**src/rtl/pei_pkg.sv**
```systemverilog
package pei_pkg;
   typedef enum logic [1:0] {
      SEL_POL  = 2'd0,
      SEL_FLAG = 2'd1,
      SEL_EN   = 2'd2,
      SEL_NONE = 2'd3
   } reg_sel_e;

   function automatic logic edge_hit(input logic cur, input logic prev, input logic falling);
      return falling ? (prev & ~cur) : (cur & ~prev);
   endfunction
endpackage

```
**src/rtl/pei_sampler.sv**
```systemverilog
module pei_sampler #(
   parameter int NUM_PINS    = 8,
   parameter int SYNC_STAGES = 2
) (
   input  logic                clk,
   input  logic                rst_n,
   input  logic                direct_i,
   input  logic [NUM_PINS-1:0] pins_i,
   output logic [NUM_PINS-1:0] cur_o,
   output logic [NUM_PINS-1:0] prev_o
);
   localparam int CHAIN_LEN = SYNC_STAGES + 1;

   if (SYNC_STAGES < 2) begin : g_bad_stages
      $error("pei_sampler: SYNC_STAGES must be at least 2");
   end

   logic [NUM_PINS-1:0] chain_q [CHAIN_LEN];
   logic [NUM_PINS-1:0] raw_q;

   always_ff @(posedge clk or negedge rst_n) begin
      if (!rst_n) chain_q[0] <= '0;
      else        chain_q[0] <= pins_i;
   end

   for (genvar s = 1; s < CHAIN_LEN; s++) begin : g_stage
      always_ff @(posedge clk or negedge rst_n) begin
         if (!rst_n) chain_q[s] <= '0;
         else        chain_q[s] <= chain_q[s-1];
      end
   end

   always_ff @(posedge clk or negedge rst_n) begin
      if (!rst_n) raw_q <= '0;
      else        raw_q <= pins_i;
   end

   always_comb begin
      if (direct_i) begin
         cur_o  = pins_i;
         prev_o = raw_q;
      end else begin
         cur_o  = chain_q[SYNC_STAGES-1];
         prev_o = chain_q[SYNC_STAGES];
      end
   end
endmodule

```
**src/rtl/pei_edge_cell.sv**
```systemverilog
module pei_edge_cell (
   input  logic cur_i,
   input  logic prev_i,
   input  logic falling_i,
   output logic hit_o
);
   import pei_pkg::*;
   always_comb hit_o = edge_hit(cur_i, prev_i, falling_i);
endmodule

```
**src/rtl/pei_regs.sv**
```systemverilog
module pei_regs #(
   parameter int NUM_PINS  = 8,
   parameter int DATA_W    = 8,
   parameter int ADDR_W    = 9,
   parameter int BASE_ADDR = 'h017
) (
   input  logic                clk,
   input  logic                rst_n,
   input  logic                sel_i,
   input  logic                we_i,
   input  logic [ADDR_W-1:0]   addr_i,
   input  logic [DATA_W-1:0]   wdata_i,
   input  logic [NUM_PINS-1:0] evt_i,
   output logic [DATA_W-1:0]   rdata_o,
   output logic [NUM_PINS-1:0] pol_q,
   output logic [NUM_PINS-1:0] flag_q,
   output logic [NUM_PINS-1:0] en_q
);
   import pei_pkg::*;

   localparam logic [ADDR_W-1:0] A_POL  = ADDR_W'(BASE_ADDR);
   localparam logic [ADDR_W-1:0] A_FLAG = ADDR_W'(BASE_ADDR + 1);
   localparam logic [ADDR_W-1:0] A_EN   = ADDR_W'(BASE_ADDR + 2);

   reg_sel_e            sel;
   logic                wr;
   logic [NUM_PINS-1:0] wbits;
   logic [NUM_PINS-1:0] flag_base;

   always_comb begin
      unique case (addr_i)
         A_POL:   sel = SEL_POL;
         A_FLAG:  sel = SEL_FLAG;
         A_EN:    sel = SEL_EN;
         default: sel = SEL_NONE;
      endcase
   end

   assign wr    = sel_i & we_i;
   assign wbits = wdata_i[NUM_PINS-1:0];

   always_ff @(posedge clk or negedge rst_n) begin
      if (!rst_n)                      pol_q <= '0;
      else if (wr && sel == SEL_POL)   pol_q <= wbits;
   end

   always_ff @(posedge clk or negedge rst_n) begin
      if (!rst_n)                      en_q <= '0;
      else if (wr && sel == SEL_EN)    en_q <= wbits;
   end

   always_comb flag_base = (wr && sel == SEL_FLAG) ? wbits : flag_q;

   always_ff @(posedge clk or negedge rst_n) begin
      if (!rst_n) flag_q <= '0;
      else        flag_q <= flag_base | evt_i;
   end

   always_comb begin
      rdata_o = '0;
      if (sel_i && !we_i) begin
         unique case (sel)
            SEL_POL:  rdata_o[NUM_PINS-1:0] = pol_q;
            SEL_FLAG: rdata_o[NUM_PINS-1:0] = flag_q;
            SEL_EN:   rdata_o[NUM_PINS-1:0] = en_q;
            default:  rdata_o = '0;
         endcase
      end
   end
endmodule

```
**src/rtl/pin_edge_irq.sv**
```systemverilog
module pin_edge_irq #(
   parameter int NUM_PINS    = 8,
   parameter int DATA_W      = 8,
   parameter int ADDR_W      = 9,
   parameter int BASE_ADDR   = 'h017,
   parameter int SYNC_STAGES = 2
) (
   input  logic                clk,
   input  logic                rst_n,
   input  logic                cfg_direct_i,
   input  logic [NUM_PINS-1:0] pins_i,
   input  logic                bus_sel_i,
   input  logic                bus_we_i,
   input  logic [ADDR_W-1:0]   bus_addr_i,
   input  logic [DATA_W-1:0]   bus_wdata_i,
   output logic [DATA_W-1:0]   bus_rdata_o,
   output logic                irq_o
);
   if (NUM_PINS > DATA_W || NUM_PINS < 1) begin : g_bad_width
      $error("pin_edge_irq: NUM_PINS must be in 1..DATA_W");
   end
   if (BASE_ADDR + 2 >= (1 << ADDR_W)) begin : g_bad_addr
      $error("pin_edge_irq: register window exceeds address space");
   end

   logic [NUM_PINS-1:0] cur;
   logic [NUM_PINS-1:0] prev;
   logic [NUM_PINS-1:0] evt;
   logic [NUM_PINS-1:0] pol_q;
   logic [NUM_PINS-1:0] flag_q;
   logic [NUM_PINS-1:0] en_q;

   pei_sampler #(.NUM_PINS(NUM_PINS), .SYNC_STAGES(SYNC_STAGES)) u_samp (
      .clk(clk), .rst_n(rst_n), .direct_i(cfg_direct_i),
      .pins_i(pins_i), .cur_o(cur), .prev_o(prev)
   );

   for (genvar i = 0; i < NUM_PINS; i++) begin : g_pin
      pei_edge_cell u_cell (
         .cur_i(cur[i]), .prev_i(prev[i]), .falling_i(pol_q[i]), .hit_o(evt[i])
      );
   end

   pei_regs #(
      .NUM_PINS(NUM_PINS), .DATA_W(DATA_W), .ADDR_W(ADDR_W), .BASE_ADDR(BASE_ADDR)
   ) u_regs (
      .clk(clk), .rst_n(rst_n), .sel_i(bus_sel_i), .we_i(bus_we_i),
      .addr_i(bus_addr_i), .wdata_i(bus_wdata_i), .evt_i(evt),
      .rdata_o(bus_rdata_o), .pol_q(pol_q), .flag_q(flag_q), .en_q(en_q)
   );

   assign irq_o = |(flag_q & en_q);
endmodule

```
**config.mk**
```make
export PLATFORM = sky130hd
export DESIGN_NAME = pin_edge_irq
export DESIGN_NICKNAME = d
export VERILOG_FILES = /design/src/rtl/pei_pkg.sv /design/src/rtl/pei_sampler.sv /design/src/rtl/pei_edge_cell.sv /design/src/rtl/pei_regs.sv /design/src/rtl/pin_edge_irq.sv
export SDC_FILE = /design/constraint.sdc
export NUM_CORES = 1
export LEC_CHECK = 0
export ABC_CLOCK_PERIOD_IN_PS = 3100
export BUFFER_PORTS_ARGS = -buffer_cell sky130_fd_sc_hd__buf_2
export CORE_UTILIZATION = 60
export CTS_BUF_LIST = sky130_fd_sc_hd__clkbuf_8 sky130_fd_sc_hd__clkbuf_16
export DETAILED_ROUTE_END_ITERATION = 10
export GPL_TIMING_DRIVEN = 0
export PLACE_DENSITY = 0.9
export SYNTH_ARGS = -nofsm -noshare
export SYNTH_HDL_FRONTEND = slang
export SYNTH_HIERARCHICAL = 1
export SYNTH_SLANG_ARGS = --single-unit
```
**constraint.sdc**
```tcl
create_clock -name clk -period 3.1 [get_ports clk]
set_input_delay 0.31 -clock clk [delete_from_list [all_inputs] [get_ports clk]]
set_output_delay 0.31 -clock clk [all_outputs]
set_load 0.03 [all_outputs]
```
Word level (Yosys, flattened, before mapping)

Cells that the tools add are included.

Output and inout bits: 9
Register bits: 48
Word-level logic and storage cells: 67
Input port bits: 30

Reduce and logical (&&, ||, !) cells: 7
Muxes and demuxes: 14
Equality and inequality tests: 5
Bitwise operators: 35

Operator list:

| cell                                                                  | count |
|---|---|
| 8-bit two-way mux                                                     | 4 |
| 9-bit by 5-bit equality test with 1-bit output, second input constant | 3 |
| 8-bit one-hot mux with 3 select lines                                 | 1 |
| 1-bit AND                                                             | 17 |
| 1-bit NOT                                                             | 16 |
| 8-bit AND                                                             | 1 |
| 1-bit two-way mux                                                     | 8 |
| 8-bit bitwise OR                                                      | 1 |
| 8-bit OR reduction                                                    | 1 |
| 2-bit one-hot mux with 3 select lines                                 | 1 |
| 1-bit logical AND                                                     | 4 |
| 2-bit by 1-bit equality test with 1-bit output, second input constant | 1 |
| 2-bit equality test, second input constant                            | 1 |
| 2-bit logical NOT                                                     | 1 |
| 1-bit logical NOT                                                     | 1 |

Longest topological paths before layout

Depth after elaboration: 6
Depth in mapped cells: 7
Depth with buffers taken out: 5

Cells and area by module

Netlist, hierarchy kept.

Modules (own cells, without submodules):

| module        | seq. area each (um^2) | area each (um^2) | cells an instance | times used |
|---|---|---|---|---|
| pei_regs      | 600.6                 | 1236.2           | 101               | 1 |
| pei_sampler   | 600.6                 | 849.6            | 42                | 1 |
| pei_edge_cell | 0.0                   | 22.5             | 3                 | 8 |
| pin_edge_irq  | 0.0                   | 36.3             | 5                 | 1 |

Least setup slack after synthesis

OpenSTA, ideal clock, no wires.

Path kind: input to output
Start point: input bus_addr_i[5]
End point: output bus_rdata_o[0]
Arrival: 1341 ps
Path buffers: 0
Slack: 1449 ps
Stages: 3
Cells stage by stage: nor4b_4 > nand2_1 > nor2_1

Longest elaborated chain between the ends: 5
Elaborated cells between the ends (all ways): 9
Those cells by class: eq/ne (5); mux (3); reduce/logical (1)

RTL lines:

| what                                              | RTL line           | source |
|---|---|---|
| start, declared                                   | pin_edge_irq.sv:14 | `input logic [ADDR_W-1:0] bus_addr_i,` |
| 9-bit by 5-bit equality test with 1-bit output    | pei_regs.sv:31     | `unique case (addr_i)` |
| 2-bit one-hot mux with 3 select lines (*)         | pei_regs.sv:31     |  |
| 2-bit equality test, or another cell as far along | pei_regs.sv:62     | `unique case (sel)` |
| 8-bit one-hot mux with 3 select lines (*)         | pei_regs.sv:62     |  |
| 8-bit two-way mux (*)                             | pei_regs.sv:61     | `if (sel_i && !we_i) begin` |
| end, declared                                     | pin_edge_irq.sv:16 | `output logic [DATA_W-1:0] bus_rdata_o,` |

Every way passes the cells marked *; elsewhere a longest branch is shown, timed or not.

Worst setup path after layout

Start point: input bus_addr_i[5]
End point: output bus_rdata_o[6]

The elaborated chain is that of the path after synthesis.

==> impl_metrics.tcl <==
set metrics [dict create \
    layout-drive-gt1-share 0.456 \
    ys_ff_latch 48 \
    switching_share 0.218 \
    remaining_drc_errors 0 \
    cts_setup_buffers 0 \
    die_w_microns 63.9 \
    synthTopCellsByArea "dfrtp_1 52%, mux2_2 14%, mux2_4 6.5%, o22ai_2 4.3%, a22oi_1 3.9%" \
    power.density_nw_per_um2 457 \
    ys_warn_count 6 \
    insertion_delay_ps 300 \
    fp.dieArea_sq_um 4090 \
    clkPwrFrac 0.352 \
    ant_nets 0 \
    first_global_vias 1440 \
    rows 22 \
    finalWorstSetupSlack_ps 1250 \
    ctsRootBufferMaster "clkbuf_8" \
    initial_core_util 0.629 \
    dr_total_vias 1502 \
    synthCells 172 \
    synth_top_family_by_area "multiplexers" \
    finalSetupTns_ps 0 \
    pwr-share-seq 0.539 \
    max_slew_margin 0.319 \
    htreeDepth 2 \
    async_flop_share 1.00 \
    synthMostInstantiatedCell "dfrtp_1" \
    synth_top_area_cell "dfrtp_1" \
    synth_cell_types 22 \
    antenna_found_initial 0 \
    clk_path_buf_depth 2 \
    drtIter0Drc 71 \
    synth_simple_gate_area_frac 0.124 \
    total_leakage_power_uw 0.00128 \
    clock_sinks 48 \
    min_period_over_period 0.596 \
    die_h_microns 63.9 \
    grt-ovfl-total 0 \
    post_drt_wl_per_cell_microns 15.4 \
    hold_buffers 0 \
    p_comb_frac 0.109 \
    gp_congestion 0.788 \
    critPathMaxFanout 8 \
    outcome "finished clean" \
    clk_pin_slew_ps 80 \
    syn_to_final_growth_pct 15.3 \
    critical_path.startpoint_type "input port" \
    synth-compound-area-share 0.0826 \
    required_ps 2790 \
    core_sq_um 3660 \
    portBuffers 37 \
    synthAdderAreaFrac 0 \
    synth.avg_cell_area_sq_um 13.4 \
    endpoint_kind "primary output" \
    synthMuxAreaShare 0.247 \
    routed_wl_microns 4090 \
    place_worst_setup_slack_ps 1250 \
    cts_resized 0 \
    rsz0062_at_grt "false" \
    final_core_util 0.725 \
    drv_slew 0 \
    drtPass1Iterations 4 \
    ios 39 \
    synthTopCellsByCount "48 x dfrtp_1, 28 x mux2_2, 24 x nor2_1, 12 x a22oi_1, 10 x mux2_4" \
    max_cap_violations 0 \
    synth_nets 202 \
    synth_top_area_share 0.522 \
    max_freq_mhz 541 \
    switchingPower_uw 265 \
    viasPerCell 5.67 \
    ir_worst_vdd_uv 355 \
    p_int_uw 949 \
    hold_path.class "in2reg" \
    worstMarginPinSlew_ps 1020 \
    cts_buffers 5 \
    place_hpwl_microns 2930 \
    setup_viol 0 \
    track_usage 0.220 \
    synth_edf_count 0 \
    min_period_ps 1850 \
    syn_area_sq_um 2300 \
    grt_pass1_wl_microns 6550 \
    synth_xor_area_frac 0 \
    antenna_cells 0 \
    worstSetupPathType "in2out" \
    skew_ps 5.62 \
    total_power_uw 1210 \
    ys.flop_type "dfrtp_1" \
    final-hold-violation-count 0 \
    nNetsFinal 246 \
    crit_arrival_ps 1540 \
    seq_area_frac_synth 0.522 \
    cts_tree "yes" \
    grt_max_degree 49 \
]
[through the flow]
stage	instance area (sq um)	hold slack [ps]	cells
5_1_grt	2660	118	265
4_1_cts	2660	117	265
3_5_place_dp	2550	360	257
2_1_floorplan	2300	14.4	172
3_3_place_gp	2550	354	257
6_report	2660	124	265
[kinds of logic after synthesis]
kind of cell,Yosys count
muxes,48
DFF,48
AOI/OAI and AO/OA,20
buffers and inverters,6
and+or+nand+nor,50
[per-layer routing]
metal  vias up  track usage  wire length (microns)
li1        712            -                      -
met1       744        0.296                   1900
met2        39        0.336                   1910
met3         7       0.0554                    216
met4         0       0.0966                     58
met5         -            0                      0
[power by group through the flow]
stage / clock network [uW] / registers (uW) / logic, uW
after CTS: 437 / 655 / 134
after detailed placement: 0 / 667 / 133
final: 427 / 654 / 133
after floorplan: 0 / 664 / 85.1
after global placement: 0 / 666 / 129
after global routing: 464 / 656 / 145
[state kept, by name (all words and copies together), names as in the netlist]
register	cells
u_samp/chain_q	24
u_regs/en_q	8
u_regs/flag_q	8
u_regs/pol_q	8
[layout make-up]
cell class | count | area, sq um
clock buffer | 5 | 68.8
buffer | 6 | 57.6
fill | 253 | 1010
multi-input combinational | 118 | 1040
sequential | 48 | 1200
clock inverter | 3 | 38.8
timing repair buffer | 37 | 185
tap | 48 | 60.1
[worst max-delay path, stage by stage]
cell,delay [ps]
buf_2,110
nor4b_4,390
nand2_1,300
nor2_1,200
buf_2,220
[placed cells by master (no fill, tap or decap), drive strengths merged, types with 2 or more instances in the layout]
cell type  synthesis  layout
a22oi             12      12
buf                6      43
clkbuf             0       5
dfrtp             48      48
mux2              40      40
mux2i              8       8
nand2              9       9
nand2b             8       8
nand4              2       2
nor2              24      24
nor3b              2       2
o22ai              8       8
[final timing paths]
check | end | slack [ps] | depth (start not counted) | startpoint
worst min register to register | u_samp/chain_q[7] | 380 | 0 | u_samp/chain_q[15]
worst max-delay path | bus_rdata_o[6] | 1250 | 5 | bus_addr_i[5]
worst min-delay path | u_samp/chain_q[17] | 120 | 1 | pins_i[1]
min in group asynchronous | u_regs/pol_q[1] | 180 | 1 | rst_n
worst max register to register | u_regs/flag_q[3] | 1830 | 5 | u_samp/chain_q[19]
max in group asynchronous | u_regs/en_q[2] | 2280 | 1 | rst_n
(Power assumes the default switching activity.)
